==> config.mk <==
export PLATFORM = sky130hd
export DESIGN_NAME = csqrt_unit
export DESIGN_NICKNAME = d
export VERILOG_FILES = /design/src/rtl/csqrt_pkg.sv /design/src/rtl/csqrt_ctrl.sv /design/src/rtl/csqrt_norm.sv /design/src/rtl/csqrt_kernel.sv /design/src/rtl/csqrt_scale.sv /design/src/rtl/csqrt_unit.sv
export SDC_FILE = /design/constraint.sdc
export NUM_CORES = 1
export LEC_CHECK = 0
export ABC_AREA = 1
export BUFFER_PORTS_ARGS = -buffer_cell sky130_fd_sc_hd__buf_2
export CORE_ASPECT_RATIO = 1.2
export CORE_MARGIN = 3
export CORE_UTILIZATION = 53
export DETAILED_ROUTE_END_ITERATION = 12
export PLACE_DENSITY = 0.68
export SETUP_SLACK_MARGIN = 0.2
export SYNTH_ARGS = -nofsm -noshare
export SYNTH_HDL_FRONTEND = slang
export SYNTH_SLANG_ARGS = --single-unit
==> constraint.sdc <==
create_clock -name clk -period 5.9 [get_ports clk]
set_input_delay 0.295 -clock clk [delete_from_list [all_inputs] [get_ports clk]]
set_output_delay 0.295 -clock clk [all_outputs]
set_load 0.005 [all_outputs]
==> src/rtl/csqrt_pkg.sv <==
// Shared types and constant functions for the square root engine.
package csqrt_pkg;

    typedef enum logic [2:0] {
        ST_IDLE,
        ST_NORM,
        ST_PRE,
        ST_ITER,
        ST_POST,
        ST_DONE
    } csqrt_state_e;

    // Number of hyperbolic rotations for shifts 1..max_shift, where shifts
    // 4, 13, 40, ... are each run twice to keep the method convergent.
    function automatic int hyp_iter_count(input int max_shift);
        int n;
        int rep;
        n   = 0;
        rep = 4;
        for (int k = 1; k <= max_shift; k++) begin
            n++;
            if (k == rep) begin
                n++;
                rep = 3 * rep + 1;
            end
        end
        return n;
    endfunction

    // Shift amount used by rotation number idx (0-based) in the schedule above.
    function automatic int hyp_shift_at(input int idx);
        int n;
        int rep;
        n   = 0;
        rep = 4;
        for (int k = 1; k < 64; k++) begin
            if (n == idx) return k;
            n++;
            if (k == rep) begin
                if (n == idx) return k;
                n++;
                rep = 3 * rep + 1;
            end
        end
        return 63;
    endfunction

endpackage

==> src/rtl/csqrt_ctrl.sv <==
// Moore sequencer for the square root engine.
// Walks idle -> normalize -> pre-scale -> rotate -> rescale -> hold result.
// Assumes NORM_CYC and ITERS are both at least 1 and fit in CW bits.
module csqrt_ctrl
    import csqrt_pkg::*;
#(
    parameter int NORM_CYC = 5,
    parameter int ITERS    = 17,
    parameter int CW       = 5
) (
    input  logic          clk,
    input  logic          rst_n,
    input  logic          in_valid,
    input  logic          out_ready,
    output logic          in_ready,
    output logic          out_valid,
    output logic          load,
    output logic          norm_en,
    output logic          pre_en,
    output logic          iter_en,
    output logic          post_en,
    output logic [CW-1:0] step
);

    localparam logic [CW-1:0] NORM_LAST = CW'(NORM_CYC - 1);
    localparam logic [CW-1:0] ITER_LAST = CW'(ITERS - 1);

    csqrt_state_e  state;
    logic [CW-1:0] cnt;

    // State register and phase counter.
    always_ff @(posedge clk) begin
        if (!rst_n) begin
            state <= ST_IDLE;
            cnt   <= '0;
        end else begin
            unique case (state)
                ST_IDLE: begin
                    if (in_valid) begin
                        state <= ST_NORM;
                        cnt   <= '0;
                    end
                end
                ST_NORM: begin
                    if (cnt == NORM_LAST) begin
                        state <= ST_PRE;
                        cnt   <= '0;
                    end else begin
                        cnt <= cnt + 1'b1;
                    end
                end
                ST_PRE: begin
                    state <= ST_ITER;
                    cnt   <= '0;
                end
                ST_ITER: begin
                    if (cnt == ITER_LAST) begin
                        state <= ST_POST;
                        cnt   <= '0;
                    end else begin
                        cnt <= cnt + 1'b1;
                    end
                end
                ST_POST: state <= ST_DONE;
                ST_DONE: begin
                    if (out_ready) state <= ST_IDLE;
                end
                default: state <= ST_IDLE;
            endcase
        end
    end

    // Outputs decoded from the state alone (plus the input handshake strobe).
    always_comb begin
        in_ready  = (state == ST_IDLE);
        out_valid = (state == ST_DONE);
        load      = in_ready && in_valid;
        norm_en   = (state == ST_NORM);
        pre_en    = (state == ST_PRE);
        iter_en   = (state == ST_ITER);
        post_en   = (state == ST_POST);
        step      = cnt;
    end

endmodule

==> src/rtl/csqrt_norm.sv <==
// Operand normalizer: shifts the operand left by an even count, in binary-search
// steps of WL/2, WL/4, ..., 2, until one of its top two bits is set.
// Assumes WL is a power of two and the operand is non-negative.
module csqrt_norm #(
    parameter int WL = 16,
    parameter int CW = 5
) (
    input  logic                 clk,
    input  logic                 rst_n,
    input  logic                 load,
    input  logic                 norm_en,
    input  logic [CW-1:0]        step,
    input  logic [WL-1:0]        in_data,
    output logic [WL-1:0]        nr,
    output logic [$clog2(WL)-1:0] scnt,
    output logic                 is_zero
);

    localparam int SW    = $clog2(WL);
    localparam int NSTEP = SW - 1;

    int   amt;
    logic top_zero;

    // Shift amount for this step and whether the top bits it would drop are zero.
    always_comb begin
        amt = 0;
        if (int'(step) < NSTEP) amt = 1 << (NSTEP - int'(step));
        top_zero = (amt != 0) && ((nr >> (WL - amt)) == '0);
    end

    // Operand capture and conditional left shift.
    always_ff @(posedge clk) begin
        if (!rst_n) begin
            nr      <= '0;
            scnt    <= '0;
            is_zero <= 1'b0;
        end else if (load) begin
            nr      <= in_data;
            scnt    <= '0;
            is_zero <= (in_data == '0);
        end else if (norm_en && top_zero) begin
            nr   <= nr << amt;
            scnt <= scnt + SW'(amt);
        end
    end

endmodule

==> src/rtl/csqrt_kernel.sv <==
// Shared hyperbolic-vectoring shift-add kernel.
// Pre-scale: x = (v + 1/4) / K, y = (v - 1/4) / K, where v = nr / 2^WL.
// Each rotation drives y toward zero; x then converges to sqrt(v).
// Assumes v lies in [1/4, 1) with FW fraction bits held in XW signed bits.
module csqrt_kernel
    import csqrt_pkg::*;
#(
    parameter int WL    = 16,
    parameter int FW    = 20,
    parameter int XW    = 24,
    parameter int ITERS = 17,
    parameter int CW    = 5
) (
    input  logic                 clk,
    input  logic                 rst_n,
    input  logic                 pre_en,
    input  logic                 iter_en,
    input  logic [CW-1:0]        step,
    input  logic [WL-1:0]        nr,
    output logic signed [XW-1:0] x
);

    localparam int SHW = $clog2(WL);
    localparam logic signed [XW-1:0] QTR = XW'(1) <<< (FW - 2);

    // Multiplier-free 1/K (about 1.2075) as a sum of shifted copies.
    function automatic logic signed [XW-1:0] inv_gain(input logic signed [XW-1:0] a);
        return a + (a >>> 3) + (a >>> 4) + (a >>> 6) + (a >>> 8) + (a >>> 11);
    endfunction

    logic [SHW-1:0]        sh_tab [ITERS];
    logic [SHW-1:0]        sh;
    logic signed [XW-1:0]  y;
    logic signed [XW-1:0]  vw;
    logic signed [XW-1:0]  xs;
    logic signed [XW-1:0]  ys;

    for (genvar g = 0; g < ITERS; g++) begin : g_sched
        assign sh_tab[g] = SHW'(hyp_shift_at(g));
    end

    // Select the shift of the current rotation and form shifted operands.
    always_comb begin
        sh = '0;
        for (int i = 0; i < ITERS; i++) begin
            if (int'(step) == i) sh = sh_tab[i];
        end
        vw = XW'(nr) <<< (FW - WL);
        xs = x >>> sh;
        ys = y >>> sh;
    end

    // Pre-scale load, then one rotation per enabled cycle.
    always_ff @(posedge clk) begin
        if (!rst_n) begin
            x <= '0;
            y <= '0;
        end else if (pre_en) begin
            x <= inv_gain(vw + QTR);
            y <= inv_gain(vw - QTR);
        end else if (iter_en) begin
            if (y[XW-1]) begin
                x <= x + ys;
                y <= y + xs;
            end else begin
                x <= x - ys;
                y <= y - xs;
            end
        end
    end

endmodule

==> src/rtl/csqrt_scale.sv <==
// Output rescaler: undoes the normalization (half the shift count) and rounds
// the kernel result to FL fraction bits; holds the value until the next load.
// Assumes WL - FL is even and x is non-negative.
module csqrt_scale #(
    parameter int WL = 16,
    parameter int FL = 10,
    parameter int FW = 20,
    parameter int XW = 24
) (
    input  logic                  clk,
    input  logic                  rst_n,
    input  logic                  post_en,
    input  logic signed [XW-1:0]  x,
    input  logic [$clog2(WL)-1:0] scnt,
    input  logic                  is_zero,
    output logic [WL-1:0]         out_data
);

    localparam int RSH0 = FW - FL - (WL - FL) / 2;

    int            rsh;
    logic [XW-1:0] sum;

    // Right shift amount and rounding bias.
    always_comb begin
        rsh = RSH0 + int'(scnt >> 1);
        sum = x + (XW'(1) << (rsh - 1));
    end

    // Result register.
    always_ff @(posedge clk) begin
        if (!rst_n) begin
            out_data <= '0;
        end else if (post_en) begin
            out_data <= is_zero ? '0 : WL'(sum >> rsh);
        end
    end

endmodule

==> src/rtl/csqrt_unit.sv <==
// Square root engine top: sequencer, normalizer, shared kernel and rescaler.
// One sample in flight; fixed latency NORM_CYC + ITERS + 2 cycles.
// Assumes WL is a power of two, WL - FL is even, operands are non-negative.
module csqrt_unit
    import csqrt_pkg::*;
#(
    parameter int WL = 16,
    parameter int FL = 10
) (
    input  logic          clk,
    input  logic          rst_n,
    input  logic          in_valid,
    output logic          in_ready,
    input  logic [WL-1:0] in_data,
    output logic          out_valid,
    input  logic          out_ready,
    output logic [WL-1:0] out_data
);

    localparam int SW       = $clog2(WL);
    localparam int NORM_CYC = SW + 1;
    localparam int ITERS    = hyp_iter_count(WL - 1);
    localparam int CW       = $clog2((ITERS > NORM_CYC ? ITERS : NORM_CYC) + 1);
    localparam int FW       = WL + 4;
    localparam int XW       = FW + 4;

    logic                 load, norm_en, pre_en, iter_en, post_en;
    logic [CW-1:0]        step;
    logic [WL-1:0]        nr;
    logic [SW-1:0]        scnt;
    logic                 is_zero;
    logic signed [XW-1:0] x;

    csqrt_ctrl #(.NORM_CYC(NORM_CYC), .ITERS(ITERS), .CW(CW)) ctrl_i (
        .clk(clk), .rst_n(rst_n), .in_valid(in_valid), .out_ready(out_ready),
        .in_ready(in_ready), .out_valid(out_valid), .load(load),
        .norm_en(norm_en), .pre_en(pre_en), .iter_en(iter_en),
        .post_en(post_en), .step(step)
    );

    csqrt_norm #(.WL(WL), .CW(CW)) norm_i (
        .clk(clk), .rst_n(rst_n), .load(load), .norm_en(norm_en),
        .step(step), .in_data(in_data), .nr(nr), .scnt(scnt),
        .is_zero(is_zero)
    );

    csqrt_kernel #(.WL(WL), .FW(FW), .XW(XW), .ITERS(ITERS), .CW(CW)) kern_i (
        .clk(clk), .rst_n(rst_n), .pre_en(pre_en), .iter_en(iter_en),
        .step(step), .nr(nr), .x(x)
    );

    csqrt_scale #(.WL(WL), .FL(FL), .FW(FW), .XW(XW)) scale_i (
        .clk(clk), .rst_n(rst_n), .post_en(post_en), .x(x), .scnt(scnt),
        .is_zero(is_zero), .out_data(out_data)
    );

endmodule

### After elaboration in Yosys (flattened, before gate mapping)

Index checks and enable logic that the tools add are counted.

* register bits: 93
* input port bits: 20

* $add $sub $neg: 23
* $lt $le $gt $ge: 1
* equality and inequality tests: 27
* shifts and indexed selects: 7
* mux-type cells: 36
* bitwise operators: 1
* reduce and logical (&&, ||, !) cells: 14

Operator list (number)
* $mux W24: 6
* $add A24 B24 Y24: 3
* $mux W4: 16
* $eq A5 B5 Y1 const B: 10
* $add A24 B13 Y24: 2
* $mux W16: 3
* $sshr A24 B4 Y24: 2
* $sub A24 B24 Y24: 2
* $logic_not A16 Y1: 2
* $mux W32: 1
* $reduce_bool A32 Y1: 1
* $shl A1 B32 Y24 const A: 1
* $shl A1 B32 Y32 const A: 1
* $shl A16 B32 Y16: 1
* $shr A16 B32 Y16: 1
* $shr A24 B32 Y16: 1
* $sub A32 B2 Y32 const B: 1
* $sub A6 B32 Y32 const A: 1
* $add A24 B10 Y24: 1
* $add A24 B15 Y24: 1
* $add A24 B16 Y24: 1
* $add A24 B18 Y24: 1
* $add A24 B20 Y24: 1
* $add A24 B21 Y24: 1
* other kinds (31): 48

### Depth between registers and ports, before layout

* depth in word-level cells: 23
* gate-level depth with buffers: 55

### Modules after synthesis

From an unflattened synthesis, not the netlist that was laid out.

* cells, all modules: 2789
* area total of the unflattened synthesis: 16884.9 um2

Modules (own cells, without submodules)
* csqrt_kernel: times used 1, cells each 1801, area an instance 11427.2 um2, seq. area each 960.9 um2
* csqrt_scale: times used 1, cells each 562, area an instance 2870.3 um2, seq. area each 320.3 um2
* csqrt_norm: times used 1, cells each 342, area an instance 2044.5 um2, seq. area each 420.4 um2
* csqrt_ctrl: times used 1, cells each 84, area an instance 543.0 um2, seq. area each 160.2 um2

### Least setup slack after synthesis

No wires, ideal clock.

* kind: flip-flop to flip-flop
* from: register norm_i.nr[4]
* to: register kern_i.y[22]
* setup time: 0.070 ns
* data arrival time: 5.313 ns
* required time: 5.830 ns
* slack: 0.517 ns
* cell stages (with the launch flop): 29
* path buffers: 0
* clock period less this slack: 5.383 ns
* path through: dfxtp_1 fa_1 ha_1 a21oi_1 and2_1 inv_1 a21oi_1 nor2_1 o21ai_0 nand2_1 a21oi_1 xor2_1 fa_1 inv_1 fa_1 ha_1 nand2_1 inv_1 nand4_1 o211ai_1 a21oi_1 o21ai_0 a31oi_1 o21ai_0 nand3_1 nand2_1 xor2_1 nand2_1 a21oi_1

* cells in the longest elaborated chain, start to end: 7

Ends and longest elaborated chain
* start, declared: line csqrt_norm.sv:14 `output logic [WL-1:0] nr,`
* start signal, assigned: line csqrt_norm.sv:39 `nr <= in_data;`
* start signal, assigned: line csqrt_norm.sv:43 `nr <= nr << amt;`
* $sub A20 B19 Y21 *: line csqrt_kernel.sv:60 `y <= inv_gain(vw - QTR);`
* $add A21 B18 Y22: line csqrt_kernel.sv:28 `return a + (a >>> 3) + (a >>> 4) + (a >>> 6) + (a >>> 8) + (a >>> 11);`
* $add A22 B17 Y23: line csqrt_kernel.sv:28
* $add A24 B15 Y24: line csqrt_kernel.sv:28
* $add A24 B13 Y24: line csqrt_kernel.sv:28
* $add A24 B10 Y24 *: line csqrt_kernel.sv:28
* $mux W24 *: line csqrt_kernel.sv:58 `end else if (pre_en) begin`
* end signal, assigned: line csqrt_kernel.sv:60
* end signal, assigned: line csqrt_kernel.sv:64 `y <= y + xs;`
* end signal, assigned: line csqrt_kernel.sv:67 `y <= y - xs;`
* end, declared: line csqrt_kernel.sv:33 `logic signed [XW-1:0] y;`

Every way passes the cells marked *; elsewhere a longest branch is shown, timed or not.
A chain may end at the register's enable or synchronous reset.

### Worst setup path after layout

* from: register ctrl_i.cnt[1] (netlist: ctrl_i.step[1])
* to: register kern_i.x[20]

* cells in the longest elaborated chain, start to end: 23

Ends and longest elaborated chain
* start, declared: line csqrt_ctrl.sv:29 `logic [CW-1:0] cnt;`
* start signal, assigned: line csqrt_ctrl.sv:49 `cnt <= cnt + 1'b1;`
* start signal, assigned: line csqrt_ctrl.sv:61 `cnt <= cnt + 1'b1;`
* $logic_not A5 Y1: line csqrt_kernel.sv:46 `if (int'(step) == i) sh = sh_tab[i];`
* $mux W1: line csqrt_kernel.sv:46
* $mux W4 (15 in a row): line csqrt_kernel.sv:46
* $mux W4 *: line csqrt_kernel.sv:46
* $sshr A24 B4 Y24 *: line csqrt_kernel.sv:50 `ys = y >>> sh;`
* $sub A24 B24 Y24 / $add A24 B24 Y24 (equally long branches): line csqrt_kernel.sv:66, csqrt_kernel.sv:63
* $mux W24 *: line csqrt_kernel.sv:62 `if (y[XW-1]) begin`
* $mux W24 *: line csqrt_kernel.sv:61 `end else if (iter_en) begin`
* $mux W24 *: line csqrt_kernel.sv:58
* end signal, assigned: line csqrt_kernel.sv:59 `x <= inv_gain(vw + QTR);`
* end signal, assigned: line csqrt_kernel.sv:63 `x <= x + ys;`
* end signal, assigned: line csqrt_kernel.sv:66 `x <= x - ys;`
* end, declared: line csqrt_kernel.sv:20 `output logic signed [XW-1:0] x`

Every way passes the cells marked *; elsewhere a longest branch is shown, timed or not. The select of a mux whose other input is x is not followed.

==> results.cfg <==
[routing]
ant_nets = 0
wl_um = 64100
first_pass_iters = 6
first_iter_violations = 1734
drc = 0
routed_via_density = 5.84
vias = 19948
wire_per_inst_um = 18.8

[timing]
worst_pin_slew_ns = 0.901
finalCritPeriodShare_pct = 93.3
finClkSkew_ns = 0.0117
setup_viol = 0
fin_ws_ns = 0.394
slew_headroom_pct = 39.7
min_period_ns = 5.51
finalHoldViolCount = 0
max_freq_mhz = 182
slew_violations = 0
grt_setup_unrepaired = yes

[run_status]
outcome = finished clean

[clocking]
clk_pin_slew_ns = 0.08
clock_path_buffers = 2
cts_num_sinks = 93
cts_buffers = 9
cts_tree = done
root_buffer = clkbuf_16
worst_skew_pair.late_latency_ns = 0.39
cts.htree.levels = 3

[finish]
diodes = 0
regArea_um2 = 1880
multiInputGateArea_um2 = 15000
fillers = 3249
area_delta_synth_final_pct = 13.6
fin_nets = 3271
utilization_pct = 61.4
drive_gt1_share_pct = 13.3

[floorplanning]
io_pins = 38
die_area_um2 = 36200
die_w_um = 174
core.rowCount = 73
start_util_pct = 54.0
die_height_um = 208
coreArea_um2 = 33300

[setup_path]
cp.buffers_inverters = 7
worst_ep_arrival_time_ns = 5.79
slowest_delay_ns = 0.39
crit_type = flop to flop
crit_path_top_delay_cell = dfxtp_4
worst_setup_path_start_kind = flop
worstPathMaxFanout = 7
crit_path_frequent_cell = nand2_1
path_delay_family = simple AND/OR/NAND/NOR gates
cp_data_required_time_ns = 6.18
end_kind = flop

[placed_design]
place.detailed.hpwl_um = 50100
dp_slack_ns = -0.0214
portBuffers = 37
globalplace.congestion = 0.998

[yosys]
syn_nets = 3197
synthesis.area_um2 = 18000
synth_top_area_cell = nand2_1
synth_top_area_share_pct = 14.9
ys_types = 59
ys.flop_type = dfxtp_1
synth-async-reset-ratio_pct = 0
ys_seq_area_share_pct = 10.3
ys_seq_elements = 93
avgSynthCellArea_um2 = 6.24
synth_edf_count = 0
yosysWarnings = 0
synth_cells = 2887
synth_area_leaders = nand2_1 (15%), ha_1 (14%), dfxtp_1 (10%), nand3_1 (9.9%), fa_1 (9.1%)

[run]
maxCapViolCount = 0

[min_path]
hp-class = input pin to flop

[global_route]
overflow = 0
grt_first_pass_wirelength_um = 97800
track_usage_pct = 33.6
grt_max_degree = 62
grt_pass1_vias = 18455
antenna_found_initial = 0
-- cells in the final DEF (no fill, tap or decap), types with 28 or more instances in the layout --
cell | netlist | final
nor2_1 | 172 | 165
buf_4 | 2 | 103
nand3_2 | 16 | 29
nand2_1 | 714 | 688
fa_1 | 82 | 79
o21ai_1 | 33 | 45
dfxtp_1 | 93 | 88
nand2_2 | 19 | 43
a21oi_1 | 206 | 195
buf_2 | 15 | 37
ha_1 | 208 | 187
nor3_1 | 44 | 37
inv_1 | 364 | 358
xnor2_1 | 30 | 28
o21ai_0 | 151 | 122
nand3_1 | 355 | 339
a31oi_1 | 38 | 34
xor2_1 | 58 | 55
o211ai_1 | 39 | 39
-- final cells by class --
cell class	instances	share of cell area, %
Multi-Input combinational cell	2319	73.4
Tap cell	450	2.75
Sequential cell	93	9.17
Timing Repair Buffer	157	6.16
Inverter	381	7.05
Clock buffer	9	1.10
Clock inverter	7	0.336
-- per-layer routing --
metal  part of all wire, %  global-route usage, %
met5                     0                      0
met4                   5.8                   17.1
met3                   6.1                   3.54
met2                    47                   56.4
met1                    41                   42.7
-- timing repair --
| item | in CTS | in global routing |
|---|---|---|
| buffers inserted | 1 | 48 |
| hold buffers | 0 | 0 |
| gates cloned | 0 | 5 |
| resized for setup | 17 | 191 |
| endpoints found under the setup margin | 7 | 27 |
| pin swaps | 4 | 78 |
-- registers in the layout, summed over array words and instances, names as in the netlist --
signal / count
kern_i.x: 24
kern_i.y: 24
norm_i.nr: 16
scale_i.out_data: 16
ctrl_i.step: 5
norm_i.scnt: 4
ctrl_i.state: 3
norm_i.is_zero: 1
-- synthesized netlist by cell type, types with 2 or more instances --
master / count
nor2_1: 172
nor3_2: 2
nand2_2: 19
buf_6: 9
o2111ai_1: 3
o21ai_2: 4
a21boi_0: 9
or2_2: 13
dfxtp_1: 93
buf_4: 2
xnor2_1: 30
ha_1: 208
nand3_1: 355
nand2_1: 714
o31ai_1: 8
a211oi_1: 8
fa_1: 82
a22oi_1: 5
o311ai_0: 4
nor4_1: 10
clkbuf_1: 60
o22ai_1: 2
o21ai_1: 33
nand4_1: 18
o21ai_0: 151
o221ai_1: 4
inv_1: 364
xor2_1: 58
nor2_4: 3
buf_1: 9
nand3_2: 16
o21a_1: 10
nand3b_1: 2
a221oi_1: 6
inv_2: 9
nor2_2: 12
nor3_1: 44
o211ai_1: 39
clkinv_1: 8
a31oi_1: 38
a21oi_1: 206
a21o_1: 3
a32oi_1: 3
buf_2: 15
o21bai_1: 10
-- stage by stage --
stage               area [um^2]  cells  setup TNS [ns]  hold WS [ns]
floorplan                 18000   2887               0         0.459
global placement          18900   3346               0         0.453
detailed placement        18900   3346         -0.0249         0.462
CTS                       19200   3363               0         0.183
global route              20500   3416        -0.00304         0.209
finish                    20500   3416               0         0.195
-- worst register-to-register path, delay by kind of cell, from the launching register on --
family                     cells  cell delay [ns]
buffers and inverters          7             0.73
AOI/OAI and AO/OA              7             0.88
xor gates and xnor gates       1             0.18
DFF                            1             0.39
adders and majority gates      2             0.45
and+or+nand+nor               33             2.79
-- kinds of logic (layout without fill, tap and decap cells) --
kind of cell | Yosys count | after routing | synth area share [%]
muxes | 1 | 1 | 0.0556
other | 1 | 1 | 0.0208
and+or+nand+nor | 1387 | 1389 | 33.7
buffers and inverters | 477 | 554 | 10.5
DFF | 93 | 93 | 10.3
AOI/OAI and AO/OA | 550 | 550 | 17.5
adders and majority gates | 290 | 290 | 23.6
xor gates and xnor gates | 88 | 88 | 4.28
-- final timing paths --
kind	from	to	slack, ns	cells past startpoint
worst min register to register	scale_i.out_data[13]$_SDFFE_PN0P_	scale_i.out_data[13]$_SDFFE_PN0P_	0.47	2
worst max-delay path	ctrl_i.step[1]$_SDFFE_PN0P_	kern_i.x[20]$_SDFFE_PN0P_	0.39	50
worst min-delay path	in_data[11]	norm_i.nr[11]$_SDFFE_PN0P_	0.20	3
worst max register to register	ctrl_i.step[1]$_SDFFE_PN0P_	kern_i.x[20]$_SDFFE_PN0P_	0.39	50
Power is left out: the tool's default activity adds up to more than one toggle a clock period on the data nets, which glitch-free logic cannot reach.
